<file path="src/rtl/rst_seq_pkg.sv">
`timescale 1ns/1ps
package rst_seq_pkg;

    typedef enum logic [1:0] {
        ST_IDLE         = 2'd0,
        ST_WAIT_OSC     = 2'd1,
        ST_CLK_ON_RESET = 2'd2,
        ST_RUN          = 2'd3
    } seq_state_e;

endpackage

</file>
<file path="src/rtl/rst_pin_filter.sv">
`timescale 1ns/1ps
module rst_pin_filter #(
    parameter int FILT_CYC = 200
) (
    input  logic clk,
    input  logic por_n,
    input  logic pin_raw,
    output logic pin_valid
);
    localparam int CNT_W = $clog2(FILT_CYC + 1);

    logic             sync1_q;
    logic             sync2_q;
    logic [CNT_W-1:0] run_q;

    always_ff @(posedge clk or negedge por_n) begin
        if (!por_n) begin
            sync1_q <= 1'b0;
            sync2_q <= 1'b0;
        end else begin
            sync1_q <= pin_raw;
            sync2_q <= sync1_q;
        end
    end

    always_ff @(posedge clk or negedge por_n) begin
        if (!por_n) begin
            run_q <= '0;
        end else if (!sync2_q) begin
            run_q <= '0;
        end else if (run_q != CNT_W'(FILT_CYC)) begin
            run_q <= run_q + 1'b1;
        end
    end

    assign pin_valid = (run_q == CNT_W'(FILT_CYC));

    // recognition only ever follows a synchronised high sample
    a_r1_valid_needs_sync: assert property (@(posedge clk) disable iff (!por_n)
        $rose(pin_valid) |-> $past(sync2_q))
        else $error("a_r1_valid_needs_sync");

    // a low synchronised sample always withdraws recognition
    a_r1_low_clears: assert property (@(posedge clk) disable iff (!por_n)
        !sync2_q |=> !pin_valid)
        else $error("a_r1_low_clears");

endmodule

</file>
<file path="src/rtl/seq_downcnt.sv">
`timescale 1ns/1ps
module seq_downcnt #(
    parameter int W       = 8,
    parameter int RST_VAL = 0
) (
    input  logic         clk,
    input  logic         por_n,
    input  logic         load,
    input  logic [W-1:0] load_val,
    input  logic         dec,
    output logic         zero
);
    logic [W-1:0] cnt_q;

    always_ff @(posedge clk or negedge por_n) begin
        if (!por_n) begin
            cnt_q <= W'(RST_VAL);
        end else if (load) begin
            cnt_q <= load_val;
        end else if (dec && (cnt_q != '0)) begin
            cnt_q <= cnt_q - 1'b1;
        end
    end

    assign zero = (cnt_q == '0);

    // never wraps below zero
    a_r4_no_wrap: assert property (@(posedge clk) disable iff (!por_n)
        (zero && !load) |=> zero)
        else $error("a_r4_no_wrap");

endmodule

</file>
<file path="src/rtl/rst_stretch_seq.sv">
`timescale 1ns/1ps
module rst_stretch_seq
    import rst_seq_pkg::*;
#(
    parameter int FILT_CYC    = 200,
    parameter int LONG_TICKS  = 18350,
    parameter int SHORT_TICKS = 328,
    parameter int OVL_CYC     = 9000
) (
    input  logic clk,
    input  logic por_n,
    input  logic ext_rst_in,
    input  logic wake_req,
    input  logic osc_running,
    input  logic tick_32k,
    input  logic pwr_down,
    output logic clk_en,
    output logic core_rst
);
    localparam int MAX_TICKS = (LONG_TICKS > SHORT_TICKS) ? LONG_TICKS : SHORT_TICKS;
    localparam int WAIT_W    = $clog2(MAX_TICKS + 1);
    localparam int OVL_W     = $clog2(OVL_CYC + 1);

    seq_state_e      st_q, st_d;
    logic            from_rst_q, from_rst_d;
    logic            rst_active;
    logic            wait_load, wait_dec, wait_zero;
    logic            ovl_load, ovl_dec, ovl_zero;
    logic [WAIT_W-1:0] wait_val;

    rst_pin_filter #(.FILT_CYC(FILT_CYC)) u_filter (
        .clk       (clk),
        .por_n     (por_n),
        .pin_raw   (ext_rst_in),
        .pin_valid (rst_active)
    );

    assign wait_val = osc_running ? WAIT_W'(SHORT_TICKS) : WAIT_W'(LONG_TICKS);
    assign wait_dec = tick_32k && (st_q == ST_WAIT_OSC);
    assign ovl_dec  = (st_q == ST_CLK_ON_RESET);

    seq_downcnt #(.W(WAIT_W), .RST_VAL(LONG_TICKS)) u_wait_cnt (
        .clk      (clk),
        .por_n    (por_n),
        .load     (wait_load),
        .load_val (wait_val),
        .dec      (wait_dec),
        .zero     (wait_zero)
    );

    seq_downcnt #(.W(OVL_W), .RST_VAL(0)) u_ovl_cnt (
        .clk      (clk),
        .por_n    (por_n),
        .load     (ovl_load),
        .load_val (OVL_W'(OVL_CYC - 1)),
        .dec      (ovl_dec),
        .zero     (ovl_zero)
    );

    // next-state logic
    always_comb begin
        st_d       = st_q;
        from_rst_d = from_rst_q;
        wait_load  = 1'b0;
        ovl_load   = 1'b0;
        if (rst_active) begin
            st_d       = ST_WAIT_OSC;
            from_rst_d = 1'b1;
            wait_load  = 1'b1;
        end else begin
            unique case (st_q)
                ST_IDLE: begin
                    if (wake_req) begin
                        st_d       = ST_WAIT_OSC;
                        from_rst_d = 1'b0;
                        wait_load  = 1'b1;
                    end
                end
                ST_WAIT_OSC: begin
                    if (wait_zero) begin
                        st_d     = from_rst_q ? ST_CLK_ON_RESET : ST_RUN;
                        ovl_load = 1'b1;
                    end
                end
                ST_CLK_ON_RESET: begin
                    if (ovl_zero) st_d = ST_RUN;
                end
                ST_RUN: begin
                    if (pwr_down) st_d = ST_IDLE;
                end
            endcase
        end
    end

    // state register
    always_ff @(posedge clk or negedge por_n) begin
        if (!por_n) begin
            st_q       <= ST_WAIT_OSC;
            from_rst_q <= 1'b1;
        end else begin
            st_q       <= st_d;
            from_rst_q <= from_rst_d;
        end
    end

    // outputs
    always_comb begin
        clk_en   = ((st_q == ST_CLK_ON_RESET) || (st_q == ST_RUN)) && !rst_active;
        core_rst = rst_active || ((st_q == ST_WAIT_OSC) && from_rst_q) ||
                   (st_q == ST_CLK_ON_RESET);
    end

    a_r2_reset_restarts: assert property (@(posedge clk) disable iff (!por_n)
        rst_active |=> (st_q == ST_WAIT_OSC) && from_rst_q)
        else $error("a_r2_reset_restarts");

    a_r4_hold_until_zero: assert property (@(posedge clk) disable iff (!por_n)
        ((st_q == ST_WAIT_OSC) && !wait_zero && !rst_active) |=> (st_q == ST_WAIT_OSC))
        else $error("a_r4_hold_until_zero");

    a_r5_reset_path: assert property (@(posedge clk) disable iff (!por_n)
        ((st_q == ST_WAIT_OSC) && wait_zero && from_rst_q && !rst_active)
            |=> (st_q == ST_CLK_ON_RESET))
        else $error("a_r5_reset_path");

    a_r5_overlap_end: assert property (@(posedge clk) disable iff (!por_n)
        ((st_q == ST_CLK_ON_RESET) && ovl_zero && !rst_active) |=> (st_q == ST_RUN))
        else $error("a_r5_overlap_end");

    a_r6_wake_no_reset: assert property (@(posedge clk) disable iff (!por_n)
        ((st_q == ST_IDLE) && wake_req && !rst_active)
            |=> (st_q == ST_WAIT_OSC) && !from_rst_q)
        else $error("a_r6_wake_no_reset");

    a_r7_sleep: assert property (@(posedge clk) disable iff (!por_n)
        ((st_q == ST_RUN) && pwr_down && !rst_active) |=> (st_q == ST_IDLE))
        else $error("a_r7_sleep");

    a_r7_idle_quiet: assert property (@(posedge clk) disable iff (!por_n)
        (st_q == ST_IDLE) |-> !clk_en && (core_rst == rst_active))
        else $error("a_r7_idle_quiet");

endmodule

</file>
<file path="config.mk">
export PLATFORM = sky130hd
export DESIGN_NAME = rst_stretch_seq
export DESIGN_NICKNAME = d
export VERILOG_FILES = /design/src/rtl/rst_seq_pkg.sv /design/src/rtl/rst_pin_filter.sv /design/src/rtl/seq_downcnt.sv /design/src/rtl/rst_stretch_seq.sv
export SDC_FILE = /design/constraint.sdc
export NUM_CORES = 1
export LEC_CHECK = 0
export BUFFER_PORTS_ARGS = -buffer_cell sky130_fd_sc_hd__buf_4
export CAP_MARGIN = 10
export CELL_PAD_IN_SITES_DETAIL_PLACEMENT = 2
export CELL_PAD_IN_SITES_GLOBAL_PLACEMENT = 2
export CORE_MARGIN = 5
export CORE_UTILIZATION = 45
export CTS_BUF_LIST = sky130_fd_sc_hd__clkbuf_4
export CTS_CLUSTER_SIZE = 20
export DETAILED_ROUTE_END_ITERATION = 7
export PLACE_DENSITY_LB_ADDON = 0.1
export SLEW_MARGIN = 25
export SYNTH_ARGS = -nofsm -noshare
export SYNTH_HDL_FRONTEND = slang
export SYNTH_SLANG_ARGS = --single-unit
</file>
<file path="constraint.sdc">
create_clock -name clk -period 6.8 [get_ports clk]
set_clock_uncertainty 0.2 [all_clocks]
set_input_delay 0 -clock clk [delete_from_list [all_inputs] [get_ports clk]]
set_output_delay 0 -clock clk [all_outputs]
set_load 0.02 [all_outputs]
</file>
== Yosys cells after proc, flatten, opt, wreduce, memory -nomap -nowiden ==
Cells that the tools add are included.

* $add $sub $neg: 3
* Equality and inequality tests: 10
* Muxes and demuxes: 23
* Reduce and logical (&&, ||, !) cells: 20

{| class="wikitable"
|+ Operators with widths
! cell !! count
|-
| 15-bit two-way mux || 3
|-
| 14-bit two-way mux || 2
|-
| 8-bit two-way mux || 2
|-
| 15-bit zero test || 1
|-
| 15-bit nonzero test || 1
|-
| 15-bit by 1-bit subtractor with 15-bit output, second input constant || 1
|-
| 14-bit zero test || 1
|-
| 14-bit nonzero test || 1
|-
| 14-bit by 1-bit subtractor with 14-bit output, second input constant || 1
|-
| 1-bit two-way mux || 10
|-
| 2-bit two-way mux || 5
|-
| 3-bit inequality test, second input constant || 3
|-
| 8-bit by 1-bit adder with 8-bit output, second input constant || 1
|-
| 8-bit equality test, second input constant || 1
|-
| 8-bit inequality test, second input constant || 1
|-
| 2-bit one-hot mux with 4 select lines || 1
|-
| 2-bit nonzero test || 4
|-
| 1-bit logical AND || 5
|-
| 2-bit equality test, second input constant || 2
|-
| 4-bit AND reduction || 1
|-
| 1-bit logical OR || 3
|-
| 3-bit by 2-bit inequality test with 1-bit output, second input constant || 1
|-
| 2-bit by 1-bit equality test with 1-bit output, second input constant || 1
|-
| 2-bit zero test || 1
|-
| 3 further kinds || 3
|}

* Bits in registers: 42
* Output and inout port bits: 2
* Logic and storage cells: 63

== Logic depth before layout (Yosys ltp) ==
Gate-level depths: netlist of the first run.

* Depth after elaboration: 5
* Mapped depth: 7
* Gate-level depth less buffers: 6

== Hierarchy ==
From an unflattened synthesis of the first run, not the netlist that was laid out.

* Cells, all modules: 296
* Area, all modules: 2688.8 um^2

{| class="wikitable"
|+ By module, submodules not included
! module !! instances !! cells each !! area each (um^2)
|-
| seq_downcnt (u_wait_cnt) || 1 || 113 || 959.7
|-
| seq_downcnt (u_ovl_cnt) || 1 || 103 || 892.1
|-
| rst_pin_filter || 1 || 46 || 513.0
|-
| rst_stretch_seq || 1 || 34 || 324.1
|}

== Least setup slack after synthesis of the first run ==
OpenSTA, ideal clock, no wires.

* Kind: reg-to-reg
* Start: reg st_q[0]
* End: reg u_ovl_cnt.cnt_q[11]
* Library setup time: 78 ps
* Arrival: 2228 ps
* Data required time: 6522 ps
* Setup slack: 4295 ps
* Stages on the path, launching flop included: 7
* Path buffers: 0
* Clock period less this slack: 2505 ps
* Cell sequence: dfstp_2 > inv_1 > ha_1 > or4b_1 > or4_4 > or4b_1 > a21oi_1

* Cells in the longest elaborated chain, start to end: 4
* Elaborated cells on any way between the ends: 7

{| class="wikitable"
|+ Ends and longest elaborated chain
! what !! RTL line !! source
|-
| start, declared || rst_stretch_seq.sv:24 || <nowiki>seq_state_e st_q, st_d;</nowiki>
|-
| start signal, assigned || rst_stretch_seq.sv:101 || <nowiki>st_q <= st_d;</nowiki>
|-
| 2-bit by 1-bit equality test with 1-bit output || rst_stretch_seq.sv:71 || <nowiki>unique case (st_q)</nowiki>
|-
| 1-bit two-way mux || rst_stretch_seq.sv:71 ||
|-
| 1-bit two-way mux || rst_stretch_seq.sv:66 || <nowiki>if (rst_active) begin</nowiki>
|-
| 14-bit two-way mux or 2-bit nonzero test (tied branches) || - ||
|-
| end signal, assigned || seq_downcnt.sv:17 || <nowiki>cnt_q <= W'(RST_VAL);</nowiki>
|-
| end signal, assigned || seq_downcnt.sv:19 || <nowiki>cnt_q <= load_val;</nowiki>
|-
| end signal, assigned || seq_downcnt.sv:21 || <nowiki>cnt_q <= cnt_q - 1'b1;</nowiki>
|-
| end, declared || seq_downcnt.sv:13 || <nowiki>logic [W-1:0] cnt_q;</nowiki>
|}

Several ways; a longest one is shown, not always the timed one.
A chain may end at the register's enable or synchronous reset.

== Final worst setup path of the first run ==
* Start: reg u_wait_cnt.cnt_q[4]
* End: reg u_ovl_cnt.cnt_q[11]

* Cells in the longest elaborated chain, start to end: 5
* Elaborated cells on any way between the ends: 6

{| class="wikitable"
|+ Ends and longest elaborated chain
! what !! RTL line !! source
|-
| start, declared || seq_downcnt.sv:13 ||
|-
| start signal, assigned || seq_downcnt.sv:17 ||
|-
| start signal, assigned || seq_downcnt.sv:19 ||
|-
| start signal, assigned || seq_downcnt.sv:21 ||
|-
| 15-bit zero test (*) || seq_downcnt.sv:25 || <nowiki>assign zero = (cnt_q == '0);</nowiki>
|-
| 1-bit two-way mux (*) || rst_stretch_seq.sv:80 || <nowiki>if (wait_zero) begin</nowiki>
|-
| 1-bit two-way mux (*) || rst_stretch_seq.sv:71 ||
|-
| 1-bit two-way mux (*) || rst_stretch_seq.sv:66 ||
|-
| 14-bit two-way mux or 2-bit nonzero test (tied branches) || - ||
|}

Mark *: on every way between the ends. The rest lies on a longest branch, timed or not.

==> metrics.md, run 1 <==
| Metric | Value |
|---|---|
| CP cell instances | nor4_2 -> nand4_1 -> nor3_1 -> a21oi_1 |
| Clk slew on worst S/H paths | 0.12 ns |
| Synth Instances | roughly 250 |
| Initial drt markers | 80 |
| Nets@finish | 279 |
| Crit path time final | a little under 3 ns |
| FILL cells | 533 |
| Setup crit start kind | flip-flop |
| Reg-to-reg endpoint | u_ovl_cnt.cnt_q[11] |
| TritonRoute pass-1 iters | 4 |
| R2R Setup Slk | 3.91 ns |
| Row cnt | 26 |
| VDD IR-drop max | 0.000221 V |
| ANT nets after route | 0 |
| CP max stage delay | 0.84 ns |
| Crit path required time | between 6 and 7 ns |
| Yosys reg bits | 42 |
| Synthesized area | 2430 um2 |
| Multi-input gate area | 1300 um2 |
| Status | finished, final reports clean |
| CP Depth | 4 |
| Max Root-Sink Buffers | 2 |
| Crit path to | u_ovl_cnt.cnt_q[11] |
| Hold Fails Final Rpt | 0 |
| Final setup violation count | 0 |
| DIE AREA | 6970 um2 |
| Die height | 83.5 um |
| Layout cells sized above 1 | 0.167 |
| Setup TNS | 0 ns |
| Top-count cell post-synth | dfrtp_1 |
| Cts hold-fix bufs | 6 |
| # port buffers | 8 |
| Asr flop ratio synth | 1.00 |
| Commonest cells in the netlist | dfrtp_1 (31), nand2_1 (14), or4_1 (13), a21oi_1 (12), nand3_1 (12) |
| Post-DP HPWL | ~4.6 mm |
| CP Launch Point | u_wait_cnt.cnt_q[4] |
| Total wire length | ~7.1 mm |
| Sequential area share after synthesis | 0.438 |
| RSZ-0062 raised after global routing | false |
| Grt total ovfl | 0 |
| Tot Pwr | 0.000771 W |
| Starting Density | 0.470 |
| Largest cells by area after synthesis | dfrtp_1 (32%), dfstp_2 (12%), ha_1 (4.6%) |
| Drt drc | 0 |
| Worst slew margin | 0.393 |
| Area delta synth->final | 10.4% |
| Hold crit path type | primary input to async pin |
| Ports | 9 |
| RD Place Congestion | 0.769 |
| CP Capture Type | flip-flop |
| CTS root buf | clkbuf_4 |
| CTS tree | built |
| Largest net degree at the start of global routing | 32 |
| CTS buffer count | 5 |
| Cell taking the most area after synthesis | dfrtp_1 |
| Tot GR Track Use | 0.219 |
| Clock Latency Late Sink | 0.37 ns |
| Fmax | 0.347 GHz |
| Synth top area share | 0.319 |
| Ys Warns | 0 |
| CTS resizes | 0 |
| Buf/Inv on CP | 0 |
| CP max stage cell | nor3_1 |
| Max FO, Critical Path | 9 |
| Vias post-DR | 2098 |
| Synth unique cells | a little under 50 |
| Initial antenna violation count | 0 |
| Core area | 5170 um2 |
| First-pass GRT wire length | 12.4 mm |
| Vias in the first global route | 2414 |
| Synth Flop Type | dfrtp_1 |
| # Max-Cap Violations | 0 |
| R2R depth | 4 |
| Post-synth EDFFs | 0 |
| Post-CTS Setup Bufs | 0 |
| PwrDens | approximately 290 nW/um2 |
| Clock tree sinks | 42 |
| CTS H-tree depth | 2 |
| DR WL/cell | 21.3 um |
| Critical path arrival | 2.89 ns |
| Ant diodes | 0 |
| CP Class | flip-flop to flip-flop |
| Die width | around 83 um |
| Mean post-synth cell area | 9.79 um2 |
| Via density per instance | 6.28 |
| Reg area | about 1100 um2 |
| Part of the cycle the worst path needs | 0.424 |
| Pins Over Slew Limit | 0 |
| Slew @ Worst Pin | 0.904 ns |
| Crit-path leading delay family | simple AND/OR/NAND/NOR gates |
| Post-Synthesis Net Count | 264 |
| Leak | about 1.1 nW |
| Reg2reg start | u_wait_cnt.cnt_q[4] |
## sequential cells by signal, indices dropped and copies added, names as in the netlist
signal	flops
u_ovl_cnt.cnt_q	14
st_q	2
u_filter.sync2_q	1
u_filter.run_q	8
u_wait_cnt.cnt_q	15
u_filter.sync1_q	1
from_rst_q	1
## cell type report
cell class              count  area share
multi-input cells         189       0.485
clock buffers               6      0.0168
repair buffers             15      0.0514
clock inverters             2     0.00327
flip-flops and latches     42       0.397
well taps                  70      0.0327
inverters                  10      0.0140
## cell usage in the layout (no fill, tap or decap), types with 7 or more instances in the layout
cell / Yosys / layout
o31ai_1: 9 / 9
a21oi_1: 12 / 12
o21ai_0: 11 / 11
nor2_1: 11 / 11
and2_1: 11 / 11
dfstp_2: 11 / 11
dfrtp_1: 31 / 31
inv_1: 10 / 10
buf_4: 0 / 9
nand4_1: 7 / 7
nand3_1: 12 / 12
ha_1: 9 / 9
nand2_1: 14 / 14
or4_1: 13 / 13
## where the power goes
part	internal, W	leakage (nW)	total, W	switching, W
logic	0.000113	0.578	0.000291	0.000178
registers	0.000308	0.535	0.000351	0.0000432
clock network	0.0000429	0.0331	0.000128	0.0000852
total	0.000464	1.15	0.000771	0.000307
## how the worst min path moves through the flow
stage	start	slack (ns)	cells after the start	end
6_report	por_n	0.06	2	st_q[0]
5_1_grt	por_n	0.05	2	st_q[0]
4_1_cts	por_n	0.04	2	st_q[0]
3_5_place_dp	por_n	-0.17	1	u_wait_cnt.cnt_q[4]
3_3_place_gp	por_n	-0.18	1	u_wait_cnt.cnt_q[4]
2_1_floorplan	por_n	-0.50	0	st_q[1]
## per-layer routing
metal | vias up | GRT usage | share of wire
met5 | - | 0 | 0
met2 | 39 | 0.368 | 0.49
li1 | 978 | - | -
met3 | 17 | 0.0405 | 0.033
met1 | 1064 | 0.283 | 0.45
met4 | 0 | 0.0775 | 0.023
## worst reg2reg max path, cell delays in order (launching register included)
cell and delay [ns]:
dfrtp_1 0.45, nor4_2 0.63, nand4_1 0.51, nor3_1 0.84, a21oi_1 0.09
## cells by family (layout without fill, tap and decap cells)
| kind of cell | Yosys count | in the layout | share of synthesized area |
|---|---|---|---|
| flip-flops | 42 | 42 | 0.438 |
| XOR/XNOR | 7 | 7 | 0.0252 |
| buffers and inverters | 17 | 33 | 0.0268 |
| AND/OR/NAND/NOR | 114 | 114 | 0.291 |
| AO/OA/AOI/OAI | 56 | 56 | 0.160 |
| multiplexers | 3 | 3 | 0.0124 |
| adder cells (fa/ha/maj) | 9 | 9 | 0.0464 |
## through the flow
stage          setup WS [ns]  utilization  instances  instance area [um2]  hold slack (ns)
2_1_floorplan           4.29            -        248                 2430           -0.496
3_3_place_gp            4.11        0.494        320                 2560           -0.175
3_5_place_dp            4.01        0.494        320                 2560           -0.175
4_1_cts                 3.97        0.518        334                 2680           0.0383
5_1_grt                 3.70        0.518        334                 2680           0.0505
6_report                3.91        0.518        334                 2680           0.0605
Power figures use the tool's default switching activity.
==> run 2, diff against run 1 <==
Settings changed: ABC_AREA set to 1, CORE_UTILIZATION 45 to 37.
Clock period 6.8 ns to 2.8 ns, I/O delays scaled along.
==> metrics.md, run 2 <==
| Metric | Value |
|---|---|
| Die width | 95.3 um (was 83.5 um) |
| Reg area | 1060 um2 (unchanged) |
| Synth unique cells | 29 (was 49) |
| FILL cells | 891 (was 533) |
| Drt drc | 0 (unchanged) |
| Vias post-DR | 2511 (was 2098) |
| CTS root buf | clkbuf_4 (unchanged) |
| RD Place Congestion | 0.775 (was 0.769) |
| Mean post-synth cell area | 7.03 um2 (was 9.79 um2) |
| CP max stage cell | dlygate4sd3_1 (was nor3_1) |
| Core area | 7180 um2 (was 5170 um2) |
| Net Sw Power | 0.00129 W (was 0.000307 W) |
| RSZ-0062 raised after global routing | false (unchanged) |
| Vias in the first global route | 2697 (was 2414) |
| Post-route insts no fill | 502 (was 334) |
| CP Capture Type | flip-flop (unchanged) |
| Nets@finish | 418 (was 279) |
| Placed cell count | 485 (was 320) |
| CTS buffer count | 5 (unchanged) |
| Most frequent cells in the layout | nand2_1 (103), nor2_1 (70), inv_1 (44), nand3_1 (42), dfrtp_1 (31) (was dfrtp_1 (31), nand2_1 (14), or4_1 (13), a21oi_1 (12), nand3_1 (12)) |
| Max FO, Critical Path | 12 (was 9) |
| Row cnt | 31 (was 26) |
| Yosys reg bits | 42 (unchanged) |
| CTS resizes | 0 (unchanged) |
| Worst slack, placed | 0.569 ns (was 4.01 ns) |
| Die height | 95.3 um (was 83.5 um) |
| Biggest register | u_wait_cnt.cnt_q (unchanged) |
| Hold crit path type | primary input to flip-flop (was primary input to async pin) |
| Tot Pwr | 0.00273 W (was 0.000771 W) |
| Post-CTS Setup Bufs | 0 (unchanged) |
| First-pass GRT wire length | 12.9 mm (was 12.4 mm) |
| Area delta synth->final | 11.3% (was 10.4%) |
| Clock power frac | 0.118 (was 0.166) |
| Crit path time final | 2.29 ns (was 2.89 ns) |
| Clock tree sinks | 42 (unchanged) |
| Commonest cells in the netlist | nand2_1 (103), nor2_1 (70), inv_1 (44), nand3_1 (42), dfrtp_1 (31) (was dfrtp_1 (31), nand2_1 (14), or4_1 (13), a21oi_1 (12), nand3_1 (12)) |
| Hold Fails Final Rpt | 0 (unchanged) |
| Final setup violation count | 0 (unchanged) |
| Max FFs per register | 15 (unchanged) |
| Initial drt markers | 49 (was 80) |
| Post-Synthesis Net Count | 399 (was 264) |
| # port buffers | 8 (unchanged) |
| Critical path arrival | 2.35 ns (was 2.89 ns) |
| VDD IR-drop max | 0.000440 V (was 0.000221 V) |
| TritonRoute pass-1 iters | 4 (unchanged) |
| Top-count cell post-synth | nand2_1 (was dfrtp_1) |
| CP Class | flip-flop to flip-flop (unchanged) |
| Synth Instances | 383 (was 248) |
| Slew @ Worst Pin | 0.550 ns (was 0.904 ns) |
| DR WL/cell | 15.1 um (was 21.3 um) |
| Asr flop ratio synth | 1.00 (unchanged) |
| Top Registers | u_wait_cnt.cnt_q: 15 flops, u_ovl_cnt.cnt_q: 14 flops, u_filter.run_q: 8 flops (unchanged) |
| DIE AREA | 9080 um2 (was 6970 um2) |
| Cts hold-fix bufs | 9 (was 6) |
| Setup TNS | 0 ns (unchanged) |
| Finished Cell Area | 3000 um2 (was 2680 um2) |
| Total wire length | 7.56 mm (was 7.12 mm) |
| CP max stage delay | 0.56 ns (was 0.84 ns) |
| Post-DP HPWL | 5.66 mm (was 4.63 mm) |
| Tot GR Track Use | 0.185 (was 0.219) |
| Ys Warns | 0 (unchanged) |
| Post-synth EDFFs | 0 (unchanged) |
| Pins Over Slew Limit | 0 (unchanged) |
| CTS tree | built (unchanged) |
| Setup ws final | 0.511 ns (was 3.91 ns) |
| Clk slew on worst S/H paths | 0.13 ns (was 0.12 ns) |
| Sequential Power Share | 0.386 (was 0.456) |
| Synth Flop Type | dfrtp_1 (unchanged) |
| Status | finished, final reports clean (unchanged) |
| Commonest non-fill, non-tap cell in the layout | nand2_1 (was dfrtp_1) |
| Layout cells sized above 1 | 0.114 (was 0.167) |
| Sequential area share after synthesis | 0.396 (was 0.438) |
| Leak | 1.48 nW (was 1.15 nW) |
| Cell taking the most area after synthesis | dfrtp_1 (unchanged) |
| Fmax | 0.437 GHz (was 0.347 GHz) |
| Synth top area share | 0.288 (was 0.319) |
| CTS H-tree depth | 2 (unchanged) |
| Largest net degree at the start of global routing | 27 (was 32) |
| Multi-input gate area | 1410 um2 (was 1300 um2) |
| PwrDens | 911 nW/um2 (was 288 nW/um2) |
| Worst slew margin | 0.632 (was 0.393) |
| Sw frac | 0.475 (was 0.398) |
| Clock Latency Late Sink | 0.36 ns (was 0.37 ns) |
| ANT nets after route | 0 (unchanged) |
| Via density per instance | 5.00 (was 6.28) |
| Synthesized area | 2690 um2 (was 2430 um2) |
| Max Root-Sink Buffers | 2 (unchanged) |
| Part of the cycle the worst path needs | 0.818 (was 0.424) |
| Grt total ovfl | 0 (unchanged) |
| # Max-Cap Violations | 0 (unchanged) |
| Crit path required time | 2.86 ns (was 6.81 ns) |
| Initial antenna violation count | 0 (unchanged) |
| Ports | 9 (unchanged) |
| Setup crit start kind | flip-flop (unchanged) |
| Ant diodes | 0 (unchanged) |
| DP Area | 2840 um2 (was 2560 um2) |
| Starting Density | 0.375 (was 0.470) |
| CP cell instances | inv_1 -> ha_1 -> inv_1 -> nor2_1 -> nand2_2 -> nand2_4 -> nand2_1 -> dlygate4sd3_1 -> nand2_1 -> o21ai_1 (was nor4_2 -> nand4_1 -> nor3_1 -> a21oi_1) |
| Largest cells by area after synthesis | dfrtp_1 (29%), nand2_1 (14%), dfstp_2 (11%) (was dfrtp_1 (32%), dfstp_2 (12%), ha_1 (4.6%)) |
| Combinational power share | 0.496 (was 0.378) |
| Cell Int Power | 0.00143 W (was 0.000464 W) |
[run 2: final timing paths]
| path | from | endpoint | slack (ns) | depth (start not counted) |
|---|---|---|---|---|
| max reg2reg | u_filter.run_q[0] | u_wait_cnt.cnt_q[6] | 0.51 | 10 |
| min in group asynchronous | por_n | u_wait_cnt.cnt_q[11] | 0.43 | 3 |
| min reg2reg | u_filter.sync1_q | u_filter.sync2_q | 0.17 | 0 |
| max | u_filter.run_q[0] | u_wait_cnt.cnt_q[6] | 0.51 | 10 |
| min | ext_rst_in | u_filter.sync1_q | 0.1 | 2 |
| max in group asynchronous | por_n | u_filter.sync2_q | 1.57 | 4 |
[run 2: layout make-up]
type,count,area share
inverters,47,0.0589
repair buffers,17,0.0535
flip-flops and latches,42,0.355
well taps,99,0.0414
clock buffers,7,0.0175
clock inverters,1,0.00125
multi-input cells,289,0.472
[run 2: critical path, delay by kind of cell (launching register included)]
family	cells	cell delay, ns
simple gates	5	0.64
buf+inv	3	0.70
fa+ha+maj	1	0.17
flops	1	0.44
compound gates	1	0.05
[run 2: power groups by stage]
stage | logic (W) | registers [W] | clock network (W)
after CTS | 0.00138 | 0.00106 | 0.000342
after floorplan | 0.00105 | 0.000995 | 0
after global placement | 0.00130 | 0.00106 | 0
after detailed placement | 0.00136 | 0.00107 | 0
after global routing | 0.00156 | 0.00108 | 0.000369
final | 0.00135 | 0.00105 | 0.000322
[run 2: cell families (layout without fill, tap and decap cells)]
| family | after synthesis | in the layout | synth area share |
|---|---|---|---|
| AO/OA/AOI/OAI | 38 | 38 | 0.0832 |
| XOR/XNOR | 8 | 8 | 0.0260 |
| adder cells (fa/ha/maj) | 9 | 9 | 0.0418 |
| buffers and inverters | 52 | 72 | 0.0790 |
| flip-flops | 42 | 42 | 0.396 |
| AND/OR/NAND/NOR | 234 | 234 | 0.374 |
[run 2: layer usage]
layer | GRT usage | part of all wire | up-vias
met5 | 0 | 0 | -
met4 | 0.0469 | 0.011 | 0
met3 | 0.0284 | 0.016 | 7
met2 | 0.342 | 0.54 | 14
met1 | 0.222 | 0.44 | 1238
li1 | - | - | 1252
[run 2: per-stage QoR]
step | hold slack (ns) | utilization
after floorplan | -0.496 | -
after global placement | -0.162 | 0.396
after detailed placement | -0.157 | 0.396
after CTS | 0.0797 | 0.417
after global routing | 0.0858 | 0.417
final | 0.0980 | 0.417
==> run 3, diff against run 2 <==
Settings changed: CORE_UTILIZATION 37 to 33.
Clock period 2.8 ns to 2 ns, I/O delays scaled along.
==> metrics.md, run 3 (synthesis results as in run 2) <==
| Metric | Value |
|---|---|
| Status | finished, final reports clean (unchanged) |
| Layout cells sized above 1 | 0.204 (was 0.114) |
| DIE AREA | 10100 um2 (was 9080 um2) |
| Part of the cycle the worst path needs | 0.990 (was 0.818) |
| Clock tree sinks | 42 (unchanged) |
| Hold crit path type | primary input to flip-flop (unchanged) |
| CP Capture Type | flip-flop (unchanged) |
| Worst slack, placed | -0.0849 ns (was 0.569 ns) |
| Starting Density | 0.333 (was 0.375) |
| Drt drc | 0 (unchanged) |
| Reg area | 1060 um2 (unchanged) |
| Final setup violation count | 0 (unchanged) |
| # port buffers | 8 (unchanged) |
| VDD IR-drop max | 0.000614 V (was 0.000440 V) |
| CP max stage delay | 0.44 ns (was 0.56 ns) |
| Commonest non-fill, non-tap cell in the layout | nand2_1 (unchanged) |
| Max FO, Critical Path | 5 (was 12) |
| Most frequent cells in the layout | nand2_1 (100), nor2_1 (64), inv_1 (42), nand3_1 (41), dfrtp_1 (31) (was nand2_1 (103), nor2_1 (70), inv_1 (44), nand3_1 (42), dfrtp_1 (31)) |
| Fmax | 0.505 GHz (was 0.437 GHz) |
| Hold Path End | u_filter.sync1_q (unchanged) |
| Ports | 9 (unchanged) |
| Largest net degree at the start of global routing | 43 (was 27) |
| Die width | 100 um (was 95.3 um) |
| Die height | 100 um (was 95.3 um) |
| Crit path required time | 2.12 ns (was 2.86 ns) |
| Max Root-Sink Buffers | 2 (unchanged) |
| ANT nets after route | 0 (unchanged) |
| Nets@finish | 441 (was 418) |
| Reg-to-reg endpoint | st_q[1] (was u_wait_cnt.cnt_q[6]) |
| Clock Latency Late Sink | 0.37 ns (was 0.36 ns) |
| Pins Over Slew Limit | 0 (unchanged) |
| Core area | 8090 um2 (was 7180 um2) |
| Initial drt markers | 49 (unchanged) |
| FILL cells | 1011 (was 891) |
| CTS H-tree depth | 2 (unchanged) |
| Setup crit start kind | flip-flop (unchanged) |
| Row cnt | 33 (was 31) |
| R2R Setup Slk | 0.02 ns (was 0.51 ns) |
| RD Place Congestion | 0.717 (was 0.775) |
| Tot GR Track Use | 0.176 (was 0.185) |
| CTS buffer count | 5 (unchanged) |
| First-pass GRT wire length | 14.2 mm (was 12.9 mm) |
| # Max-Cap Violations | 0 (unchanged) |
| Leak | 1.61 nW (was 1.48 nW) |
| CP Class | flip-flop to flip-flop (unchanged) |
| Total wire length | 8.72 mm (was 7.56 mm) |
| Reg2reg start | u_filter.run_q[1] (was u_filter.run_q[0]) |
| TritonRoute pass-1 iters | 4 (unchanged) |
| Crit path time final | 1.98 ns (was 2.29 ns) |
| PwrDens | 1330 nW/um2 (was 911 nW/um2) |
| Ant diodes | 0 (unchanged) |
| Setup TNS | 0 ns (unchanged) |
| DR WL/cell | 16.4 um (was 15.1 um) |
| Vias in the first global route | 2934 (was 2697) |
| Top Registers | u_wait_cnt.cnt_q: 15 flops, u_ovl_cnt.cnt_q: 14 flops, u_filter.run_q: 8 flops (unchanged) |
| Worst slew margin | 0.601 (was 0.632) |
| Slew @ Worst Pin | 0.598 ns (was 0.550 ns) |
| CP max stage cell | dfrtp_1 (was dlygate4sd3_1) |
| Max FFs per register | 15 (unchanged) |
| Clk slew on worst S/H paths | 0.14 ns (was 0.13 ns) |
| R2R depth | 12 (was 10) |
| Post-DP HPWL | 6.20 mm (was 5.66 mm) |
| Initial antenna violation count | 0 (unchanged) |
| Critical path arrival | 2.10 ns (was 2.35 ns) |
| CTS tree | built (unchanged) |
| CTS root buf | clkbuf_4 (unchanged) |
| Grt total ovfl | 0 (unchanged) |
| RSZ-0062 raised after global routing | true (was false) |
| Multi-input gate area | 1490 um2 (was 1410 um2) |
| Hold Fails Final Rpt | 0 (unchanged) |
| Vias post-DR | 2648 (was 2511) |
| Hold path start | ext_rst_in (unchanged) |
| CP cell instances | inv_1 -> ha_2 -> inv_1 -> nor2_2 -> nand2_2 -> buf_12 -> buf_6 -> nand3b_1 -> nand2_2 -> nor2_4 -> nand2_1 -> nand2_1 (was inv_1 -> ha_1 -> inv_1 -> nor2_1 -> nand2_2 -> nand2_4 -> nand2_1 -> dlygate4sd3_1 -> nand2_1 -> o21ai_1) |
| Setup ws final | 0.0200 ns (was 0.511 ns) |
| Biggest register | u_wait_cnt.cnt_q (unchanged) |
| Via density per instance | 4.99 (was 5.00) |
| Hold Path Stages | 2 (unchanged) |
| Area delta synth->final | 22.0% (was 11.3%) |
==> run 3: changes by cell type in the layout (fill, tap and decap cells not counted), sizes merged <==
cell,delta
bufinv,+1
clkinv,+1
clkbuf,-2
nand2,+1
dlygate4sd3,-1
buf,+23
==> run 3: area by class of cell <==
| cell class | count | share of cell area |
|---|---|---|
| multi-input cells | 290 | 0.454 |
| inverters | 47 | 0.0552 |
| clock inverters | 3 | 0.0122 |
| repair buffers | 39 | 0.103 |
| flip-flops and latches | 42 | 0.324 |
| well taps | 105 | 0.0400 |
| clock buffers | 5 | 0.0114 |
==> run 3: power breakdown <==
group          total (W)  internal [W]  switching, W
combinational    0.00231      0.000870       0.00144
sequential       0.00148       0.00119      0.000292
clock           0.000578      0.000259      0.000319
==> run 3: how the worst max path moves through the flow <==
stage | from | end | slack, ns
after detailed placement | u_ovl_cnt.cnt_q[0] | u_ovl_cnt.cnt_q[8] | -0.08
after global routing | u_filter.run_q[1] | st_q[0] | -0.08
after CTS | u_filter.run_q[1] | clk_en | 0.002
after floorplan | st_q[0] | u_wait_cnt.cnt_q[2] | 0.25
final | u_filter.run_q[1] | st_q[1] | 0.02
after global placement | u_ovl_cnt.cnt_q[0] | u_ovl_cnt.cnt_q[8] | 0.0003
==> run 3: critical path, delay by kind of cell (launching register included) <==
kind	cells	cell delay [ns]
buffers and inverters	4	0.38
and+or+nand+nor	7	0.73
DFF	1	0.44
adders and majority gates	1	0.17
==> run 3: stage by stage <==
stage                     hold slack (ns)  power [W]  std cells  utilization  instance area (um2)
after global placement             -0.153    0.00347        509        0.368                 2980
after floorplan                    -0.496    0.00286        383            -                 2690
after global routing               0.0619    0.00479        531        0.406                 3280
final                              0.0947    0.00437        531        0.406                 3280
after CTS                          0.0699    0.00426        527        0.392                 3180
after detailed placement           -0.148    0.00358        509        0.368                 2980
==> run 3: layer usage <==
layer / track usage / wire length (um) / vias to the layer above
met4: 0.0383 / 59 / 0
li1: - / - / 1295
met5: 0 / 0 / -
met1: 0.206 / 3790 / 1336
met3: 0.0264 / 97 / 7
met2: 0.336 / 4770 / 10
==> run 3: repair_timing <==
| action | CTS | global route |
|---|---|---|
| endpoints found under the setup margin | 17 | 30 |
| pin swaps | 2 | 7 |
| buffers inserted | 2 | 4 |
| endpoints found under the hold margin | 58 | 0 |
| hold buffers | 7 | 0 |
| cloned | 1 | 0 |
| resized for setup | 4 | 25 |
